<file path="src/rtl/sgd_pkg.sv">
package sgd_pkg;

    localparam int WORD_W = 32;

    // descriptor window word indices
    localparam logic [2:0] W_RD_LO  = 3'd0;
    localparam logic [2:0] W_WR_LO  = 3'd1;
    localparam logic [2:0] W_LEN    = 3'd2;
    localparam logic [2:0] W_BSEQ   = 3'd3;
    localparam logic [2:0] W_STRIDE = 3'd4;
    localparam logic [2:0] W_RD_HI  = 3'd5;
    localparam logic [2:0] W_WR_HI  = 3'd6;
    localparam logic [2:0] W_CTRL   = 3'd7;

    // control-window word indices
    localparam logic [2:0] C_STATUS = 3'd0;
    localparam logic [2:0] C_CTRL   = 3'd1;
    localparam logic [2:0] C_QLVL   = 3'd2;
    localparam logic [2:0] C_RESP   = 3'd3;
    localparam logic [2:0] C_SEQ    = 3'd4;

    // descriptor control bits
    localparam int B_COMMIT  = 31;
    localparam int B_SOP     = 8;
    localparam int B_EOP     = 9;
    localparam int B_END_EOP = 12;
    localparam int B_END_LEN = 13;

    // status bits
    localparam int S_BUSY  = 0;
    localparam int S_EMPTY = 1;
    localparam int S_FULL  = 2;
    localparam int S_PAUSE = 5;
    localparam int S_RST   = 6;
    localparam int S_DONE  = 8;
    localparam int S_OVF   = 9;

    // control bits
    localparam int K_PAUSE = 0;
    localparam int K_RESET = 1;

    typedef struct packed {
        logic [63:0] rd_addr;
        logic [63:0] wr_addr;
        logic [31:0] len;
        logic [31:0] burst_seq;
        logic [15:0] wr_stride;
        logic [15:0] rd_stride;
        logic [3:0]  flags;
    } xfer_desc_t;

    typedef enum logic [1:0] {
        MV_IDLE  = 2'd0,
        MV_OFFER = 2'd1,
        MV_RUN   = 2'd2
    } mv_state_e;

    function automatic xfer_desc_t build_desc(input logic [6:0][WORD_W-1:0] w,
                                              input logic [WORD_W-1:0] ctl);
        xfer_desc_t d;
        d.rd_addr   = {w[W_RD_HI], w[W_RD_LO]};
        d.wr_addr   = {w[W_WR_HI], w[W_WR_LO]};
        d.len       = w[W_LEN];
        d.burst_seq = w[W_BSEQ];
        d.rd_stride = w[W_STRIDE][15:0];
        d.wr_stride = w[W_STRIDE][31:16];
        d.flags     = {ctl[B_END_LEN], ctl[B_END_EOP], ctl[B_EOP], ctl[B_SOP]};
        return d;
    endfunction

endpackage

</file>
<file path="src/rtl/sgd_stage.sv">
module sgd_stage
    import sgd_pkg::*;
(
    input  logic              clk,
    input  logic              rst,
    input  logic              wr,
    input  logic [2:0]        addr,
    input  logic [WORD_W-1:0] wdata,
    output logic              commit,
    output xfer_desc_t        desc
);
    logic [6:0][WORD_W-1:0] words;

    always_ff @(posedge clk) begin
        if (rst) begin
            words <= '0;
        end else if (wr && addr != W_CTRL) begin
            words[addr] <= wdata;
        end
    end

    assign commit = wr && (addr == W_CTRL) && wdata[B_COMMIT];
    assign desc   = build_desc(words, wdata);
endmodule

</file>
<file path="src/rtl/sgd_fifo.sv">
module sgd_fifo #(
    parameter int DEPTH = 4,
    parameter int WIDTH = 8,
    localparam int PTR_W = (DEPTH > 1) ? $clog2(DEPTH) : 1,
    localparam int CNT_W = $clog2(DEPTH + 1)
) (
    input  logic             clk,
    input  logic             rst,
    input  logic             flush,
    input  logic             push,
    input  logic [WIDTH-1:0] din,
    input  logic             pop,
    output logic [WIDTH-1:0] head,
    output logic [CNT_W-1:0] count,
    output logic             full,
    output logic             empty
);
    logic [WIDTH-1:0] mem [DEPTH];
    logic [PTR_W-1:0] wptr, rptr;
    logic             push_ok, pop_ok;

    assign full    = (count == CNT_W'(DEPTH));
    assign empty   = (count == '0);
    assign push_ok = push && !full;
    assign pop_ok  = pop && !empty;
    assign head    = mem[rptr];

    function automatic logic [PTR_W-1:0] nxt(input logic [PTR_W-1:0] p);
        return (p == PTR_W'(DEPTH - 1)) ? '0 : p + 1'b1;
    endfunction

    always_ff @(posedge clk) begin
        if (rst || flush) begin
            wptr  <= '0;
            rptr  <= '0;
            count <= '0;
        end else begin
            if (push_ok) wptr <= nxt(wptr);
            if (pop_ok)  rptr <= nxt(rptr);
            count <= count + CNT_W'(push_ok) - CNT_W'(pop_ok);
        end
    end

    always_ff @(posedge clk) begin
        if (push_ok && !flush) mem[wptr] <= din;
    end

    a_r6_bounded: assert property (@(posedge clk) disable iff (rst)
        count <= CNT_W'(DEPTH));

    a_r6_full_drop: assert property (@(posedge clk) disable iff (rst)
        (full && push && !pop && !flush) |=> (count == CNT_W'(DEPTH)));
endmodule

</file>
<file path="src/rtl/sgd_rstseq.sv">
module sgd_rstseq #(
    parameter int CYCLES = 6,
    localparam int CW = $clog2(CYCLES + 1)
) (
    input  logic clk,
    input  logic rst,
    input  logic trigger,
    output logic busy
);
    logic [CW-1:0] left;

    always_ff @(posedge clk) begin
        if (rst) begin
            busy <= 1'b0;
            left <= '0;
        end else if (trigger) begin
            busy <= 1'b1;
            left <= CW'(CYCLES - 1);
        end else if (busy) begin
            if (left == '0) busy <= 1'b0;
            else            left <= left - 1'b1;
        end
    end

    a_r8_hold: assert property (@(posedge clk) disable iff (rst)
        (busy && left != '0) |=> busy);

    a_r8_min_len: assert property (@(posedge clk) disable iff (rst)
        $rose(busy) |=> busy);
endmodule

</file>
<file path="src/rtl/sgd_dispatch.sv">
module sgd_dispatch
    import sgd_pkg::*;
#(
    parameter int FIFO_DEPTH = 4,
    parameter int RST_CYCLES = 6,
    parameter int LVL_W      = 16
) (
    input  logic        clk,
    input  logic        rst,
    input  logic        csr_wr,
    input  logic [2:0]  csr_addr,
    input  logic [31:0] csr_wdata,
    output logic [31:0] csr_rdata,
    input  logic        dsc_wr,
    input  logic [2:0]  dsc_addr,
    input  logic [31:0] dsc_wdata,
    output logic        mv_valid,
    input  logic        mv_ready,
    input  logic        mv_done,
    output logic        mv_abort,
    output logic [63:0] mv_rd_addr,
    output logic [63:0] mv_wr_addr,
    output logic [31:0] mv_len,
    output logic [31:0] mv_burst_seq,
    output logic [15:0] mv_rd_stride,
    output logic [15:0] mv_wr_stride,
    output logic [3:0]  mv_flags
);
    localparam int CNT_W  = $clog2(FIFO_DEPTH + 1);
    localparam int DESC_W = $bits(xfer_desc_t);
    localparam logic [LVL_W-1:0] LVL_MAX = '1;

    logic        commit, push, pop, rst_trig, rst_busy, done_evt;
    logic        q_full, q_empty, paused, ovf_flag, done_flag, resp_ret;
    logic [CNT_W-1:0] q_count;
    xfer_desc_t  staged, q_head, exec_d;
    logic [DESC_W-1:0] q_head_bits;
    mv_state_e   state;
    logic [LVL_W-1:0] n_commit, n_done, n_resp;
    logic [31:0] status;

    sgd_stage u_stage (
        .clk(clk), .rst(rst), .wr(dsc_wr), .addr(dsc_addr), .wdata(dsc_wdata),
        .commit(commit), .desc(staged)
    );

    assign rst_trig = csr_wr && (csr_addr == C_CTRL) && csr_wdata[K_RESET];
    assign push     = commit && !rst_busy && !rst_trig;

    sgd_fifo #(.DEPTH(FIFO_DEPTH), .WIDTH(DESC_W)) u_fifo (
        .clk(clk), .rst(rst), .flush(rst_trig || rst_busy),
        .push(push), .din(staged), .pop(pop),
        .head(q_head_bits), .count(q_count), .full(q_full), .empty(q_empty)
    );
    assign q_head = xfer_desc_t'(q_head_bits);

    sgd_rstseq #(.CYCLES(RST_CYCLES)) u_rst (
        .clk(clk), .rst(rst), .trigger(rst_trig), .busy(rst_busy)
    );

    assign pop      = (state == MV_IDLE) && !q_empty && !paused && !rst_busy && !rst_trig;
    assign done_evt = (state == MV_RUN) && mv_done && !rst_trig;

    always_ff @(posedge clk) begin
        if (rst) begin
            state  <= MV_IDLE;
            exec_d <= '0;
        end else if (rst_trig || rst_busy) begin
            state  <= MV_IDLE;
        end else begin
            unique case (state)
                MV_IDLE:  if (pop) begin
                              state  <= MV_OFFER;
                              exec_d <= q_head;
                          end
                MV_OFFER: if (mv_ready) state <= MV_RUN;
                MV_RUN:   if (mv_done)  state <= MV_IDLE;
                default:  state <= MV_IDLE;
            endcase
        end
    end

    assign resp_ret = csr_wr && (csr_addr == C_RESP);

    always_ff @(posedge clk) begin
        if (rst || rst_trig) begin
            paused    <= 1'b0;
            ovf_flag  <= 1'b0;
            done_flag <= 1'b0;
            n_commit  <= '0;
            n_done    <= '0;
            n_resp    <= '0;
        end else begin
            if (csr_wr && csr_addr == C_CTRL) paused <= csr_wdata[K_PAUSE];

            if (commit && q_full && !rst_busy) ovf_flag <= 1'b1;
            else if (csr_wr && csr_addr == C_STATUS && csr_wdata[S_OVF]) ovf_flag <= 1'b0;

            if (done_evt) done_flag <= 1'b1;
            else if (csr_wr && csr_addr == C_STATUS && csr_wdata[S_DONE]) done_flag <= 1'b0;

            if (push && !q_full) n_commit <= n_commit + 1'b1;
            if (done_evt)        n_done   <= n_done + 1'b1;

            if (done_evt && !resp_ret) begin
                if (n_resp != LVL_MAX) n_resp <= n_resp + 1'b1;
            end else if (resp_ret && !done_evt) begin
                if (n_resp != '0) n_resp <= n_resp - 1'b1;
            end
        end
    end

    always_comb begin
        status          = '0;
        status[S_BUSY]  = !q_empty || (state != MV_IDLE);
        status[S_EMPTY] = q_empty;
        status[S_FULL]  = q_full;
        status[S_PAUSE] = paused;
        status[S_RST]   = rst_busy;
        status[S_DONE]  = done_flag;
        status[S_OVF]   = ovf_flag;
    end

    always_comb begin
        case (csr_addr)
            C_STATUS: csr_rdata = status;
            C_CTRL:   csr_rdata = {31'd0, paused};
            C_QLVL:   csr_rdata = 32'(q_count);
            C_RESP:   csr_rdata = 32'(n_resp);
            C_SEQ:    csr_rdata = {16'(n_done), 16'(n_commit)};
            default:  csr_rdata = '0;
        endcase
    end

    assign mv_valid     = (state == MV_OFFER);
    assign mv_abort     = rst_busy;
    assign mv_rd_addr   = exec_d.rd_addr;
    assign mv_wr_addr   = exec_d.wr_addr;
    assign mv_len       = exec_d.len;
    assign mv_burst_seq = exec_d.burst_seq;
    assign mv_rd_stride = exec_d.rd_stride;
    assign mv_wr_stride = exec_d.wr_stride;
    assign mv_flags     = exec_d.flags;

    a_r4_offer_hold: assert property (@(posedge clk) disable iff (rst)
        (mv_valid && !mv_ready && !rst_trig) |=>
            (mv_valid && $stable(mv_rd_addr) && $stable(mv_len) && $stable(mv_flags)));

    a_r4_no_offer_before_done: assert property (@(posedge clk) disable iff (rst)
        (mv_valid && mv_ready) |=> !mv_valid);

    a_r8_flushed: assert property (@(posedge clk) disable iff (rst)
        rst_busy |-> (q_count == '0 && !mv_valid));

    a_r5_busy: assert property (@(posedge clk) disable iff (rst)
        (q_count != '0 || mv_valid) |-> csr_rdata[S_BUSY] || csr_addr != C_STATUS);

    a_r9_no_push_in_reset: assert property (@(posedge clk) disable iff (rst)
        rst_busy |=> (q_count == '0));
endmodule

</file>
<file path="config.mk">
export PLATFORM = sky130hd
export DESIGN_NAME = sgd_dispatch
export DESIGN_NICKNAME = d
export VERILOG_FILES = /design/src/rtl/sgd_pkg.sv /design/src/rtl/sgd_stage.sv /design/src/rtl/sgd_fifo.sv /design/src/rtl/sgd_rstseq.sv /design/src/rtl/sgd_dispatch.sv
export SDC_FILE = /design/constraint.sdc
export NUM_CORES = 2
export LEC_CHECK = 0
export CAP_MARGIN = 20
export CORE_ASPECT_RATIO = 1.4
export CORE_MARGIN = 2
export CORE_UTILIZATION = 55
export DETAILED_ROUTE_END_ITERATION = 8
export DONT_BUFFER_PORTS = 1
export PLACE_DENSITY = 0.76
export RECOVER_POWER = 25
export SYNTH_ARGS = -nofsm -noshare
export SYNTH_HDL_FRONTEND = slang
export SYNTH_SLANG_ARGS = --single-unit
</file>
<file path="constraint.sdc">
create_clock -name clk -period 10.8 [get_ports clk]
set_clock_uncertainty 0.2 [all_clocks]
set_input_delay 2.16 -clock clk [delete_from_list [all_inputs] [get_ports clk]]
set_output_delay 2.16 -clock clk [all_outputs]
set_load 0.03 [all_outputs]
</file>
==> reports/results.txt <==
The run finished with clean final reports. Internal power comes to 0.00998 W. Once the floorplan was initialized, standard cells occupied 55.6% of the core. The total wire length after detailed routing is 125 mm. The most frequently used flop master after synthesis was edfxtp_1.

Entering global routing, the biggest net connects 459 pins. For the worst-skew pair, the clock arrives at the later sink with an insertion delay of 0.75 ns. The number of setup buffers added after CTS is 0.

After synthesis, the share of flip-flops with an asynchronous set or reset is 0%. The synthesized design contains 1428 register bits. The die is 369 um tall. The worst setup path is launched from a primary input. Along the worst path, the maximum fanout reaches 9.

The count of nets left with antenna violations once routing finished came out at 0. For this run, design rule violations remaining after detail routing come to 0. The number of cells after detailed placement is 4698.

The number of instances in the synthesized netlist was 3674; the highest ir drop seen on vdd was 0.000248 V. Combinational logic is responsible for 20.1% of the overall power. The fraction of final layout cells sized beyond drive strength 1 came out at 12.9%.

The synthesized area came out at 0.0524 mm2. Total global routing track utilization: 25.6%. At the worst endpoint, the required time is 8.44 ns. The initialized floorplan defines 133 standard-cell rows. In this run the horizontal extent of the chip is 265 um. The number of hold buffers added after cts came out at 0. In this run the worst hold path is classified as register to register. The via count of the first global-routing pass came out at 29426.

The share of the Yosys chip area taken by registers is 72.0%. The setup-violating endpoint count in the final report was 0; the total core area was 0.0942 mm2. The tools report the first-pass GRT wire length as 184 mm. Buffers placed on the I/O ports in this run total 0. The average wire per standard cell works out to 25.3 um. The leakage power came out at 19.0 nW. For the half-perimeter wire length of the detailed placement result, the log shows 68.0 mm. After clock tree synthesis, the clock-pin slew on the worst setup and hold paths is 0.06 ns. A synthesized cell averages 14.3 um2. The run gives 4 as the total number of H-tree levels. TritonCTS built the clock tree. At the pin with the least slew margin, the transition time is 1.05 ns. The first detailed-routing pass took 5 iterations.

The number of different library cells in the post-synthesis netlist was 59; the number of buffers created by CTS was 130. The number of ports placed on the die boundary was 338; the switching share of power was 32.2%. The worst setup path is captured at a primary output. For the initial antenna violation count, the log shows 6. Setup repair after global routing left no endpoint under its margin.

Yosys mapped a number of flops with a built-in enable equal to 912. The detailed router finished its first iteration with 2505 violations. Final critical-path share of the clock period: 54.6%. Counting every net in the synthesized netlist gives 3778. Adding up every negative setup slack in the final design gives 0 ns. The finished layout holds 4938 standard cells, fillers aside. Maximum operating frequency: 170 MHz. The critical path is of the primary input to primary output type. The final-report hold violation count is 0, and the share of power burned in the clock network is 30.8%.

The area enclosed by the die boundary is 0.0977 mm2, and the max-slew violation count is 0. The number of nets in the final layout is 3721. The share of total power dissipated in sequential elements is 49.0%. The worst path in the final design needs a cycle of 5.90 ns, including I/O delays and setup. For this run the aggregate overflow at the end of global routing stands at 0.

The clock root buffer is clkbuf_16. During synthesis, Yosys emitted a total of 0 warnings. For the count of maximum capacitance violations, the log shows 0. The analysis attributes to net switching a power of 0.00473 W.

Total power per unit cell area: 256 mW/mm2. Headroom to the max-slew limit came out at 29.5%. The number of gates resized after CTS was 0. CTS saw 1428 sinks.

Counting along the longest clock path gives a buffer depth of 3. The count of fill cells added during filler insertion was 6793; the via density per instance was 5.99. Routability-driven placement finished with a final weighted congestion of 0.843. Compared with the post-synthesis result, the final layout area differs by 9.59%. Summing over every cut layer, the via total after detailed routing is 29576.

The data arrival at the endpoint of the critical path is 3.54 ns.
[layout by cell type, fill, tap and decap left out, types with 11 or more instances in the layout]
| cell | count |
|---|---|
| nor2_1 | 48 |
| dfxtp_1 | 514 |
| clkbuf_1 | 37 |
| ha_1 | 26 |
| o21ai_0 | 26 |
| clkbuf_16 | 133 |
| clkinv_1 | 16 |
| xnor2_1 | 17 |
| and3_1 | 22 |
| clkinv_2 | 12 |
| nand4_1 | 12 |
| inv_1 | 20 |
| nand3_1 | 22 |
| buf_4 | 27 |
| mux4_2 | 228 |
| nand2_1 | 952 |
| xor2_1 | 19 |
| a21oi_1 | 479 |
| or3_1 | 11 |
| clkbuf_8 | 12 |
| edfxtp_1 | 912 |
[synthesized netlist by cell type (2+ instances only)]
cell type,n,share of area [%]
nor4_1,7,0.084
and3_1,27,0.32
fa_1,2,0.076
o21ai_0,26,0.25
nand2_1,952,6.8
o221a_2,2,0.043
or3_1,12,0.14
a22oi_1,7,0.10
o211ai_1,2,0.029
nor3_1,12,0.11
dfxtp_1,516,20
nand2b_1,5,0.060
buf_6,10,0.22
nand3_1,23,0.22
edfxtp_1,912,52
ha_1,26,0.62
a2111oi_0,2,0.033
inv_1,20,0.14
nand2_2,10,0.12
buf_1,3,0.022
mux4_2,228,9.8
a211oi_1,4,0.057
or4_1,2,0.029
and2_1,8,0.096
o21a_1,3,0.043
nor2_1,52,0.37
nor2b_1,10,0.12
and4_1,3,0.050
a22o_1,10,0.17
a21o_1,7,0.10
buf_2,38,0.36
clkbuf_1,160,1.1
xor2_1,19,0.32
nand3b_1,2,0.029
a21oi_1,479,4.6
buf_8,9,0.26
a21oi_2,10,0.17
xnor2_1,17,0.28
nand4_1,12,0.14
mux2i_1,6,0.11
[path summary, 6_finish.rpt]
path / from / end / slack [ns] / cells past startpoint
max: csr_addr[1] / csr_rdata[10] / 4.90 / 3
min: n_done[1] / n_done[1] / 0.29 / 2
max reg2reg: u_fifo.count[1] / mv_wr_addr[7] / 6.39 / 8
min reg2reg: n_done[1] / n_done[1] / 0.29 / 2
[per-layer routing]
layer / vias to the layer above / track usage [%] / routed length (um) / part of all wire [%]
li1: 13261 / - / - / -
met1: 14909 / 30.1 / 45800 / 37
met2: 1154 / 43.6 / 62100 / 50
met3: 248 / 7.59 / 11300 / 9.0
met4: 4 / 11.4 / 5700 / 4.6
met5: - / 0 / 27 / 0.022
[critical path, stage by stage]
cell and delay (ns):
and2_0 0.32, nor2b_1 0.61, a22o_1 0.44
[cell type report]
cell class | instances | area, um2 | area share [%]
Multi-Input combinational cell | 2003 | 13600 | 23.6
Tap cell | 1215 | 1520 | 2.65
Timing Repair Buffer | 33 | 314 | 0.547
Inverter | 21 | 86.3 | 0.150
Antenna cell | 3 | 7.51 | 0.0131
Sequential cell | 1428 | 37700 | 65.7
Clock buffer | 182 | 3630 | 6.33
Clock inverter | 53 | 546 | 0.951
[through the flow]
stage | hold WS, ns | utilization, % | total power, W | cell area (um2) | worst slack [ns]
2_1_floorplan | 0.237 | - | 0.00961 | 52400 | 1.82
3_3_place_gp | 0.270 | 56.5 | 0.0103 | 53200 | 4.49
3_5_place_dp | 0.279 | 56.5 | 0.0103 | 53200 | 4.37
4_1_cts | 0.284 | 60.9 | 0.0148 | 57400 | 4.37
5_1_grt | 0.306 | 60.9 | 0.0153 | 57400 | 4.80
6_report | 0.290 | 60.9 | 0.0147 | 57400 | 4.90
[power groups by stage]
stage	clock, W	combinational [W]	sequential, W
floorplan	0	0.00248	0.00713
global placement	0	0.00294	0.00732
detailed placement	0	0.00298	0.00733
CTS	0.00459	0.00300	0.00722
global route	0.00479	0.00324	0.00726
finish	0.00453	0.00296	0.00721
[sequential cells by signal (all words and copies together), names as in the netlist, 4 cells and up]
signal and flops:
mv_burst_seq 32, u_fifo.mem 912, n_done 16, mv_flags 4, mv_rd_addr 64, mv_rd_stride 16, mv_wr_stride 16, n_commit 16
n_resp 16, u_stage.desc 224, mv_wr_addr 64, mv_len 32
[kinds of logic after synthesis]
logic type                 Yosys count  share of synthesized area (%)
xor gates and xnor gates            36                          0.602
adders and majority gates           28                          0.698
muxes                              234                           9.92
AOI/OAI and AO/OA                  563                           5.73
and+or+nand+nor                   1142                           8.81
DFF                               1428                           72.0
buffers and inverters              243                           2.21
Power figures use the tool's default switching activity.
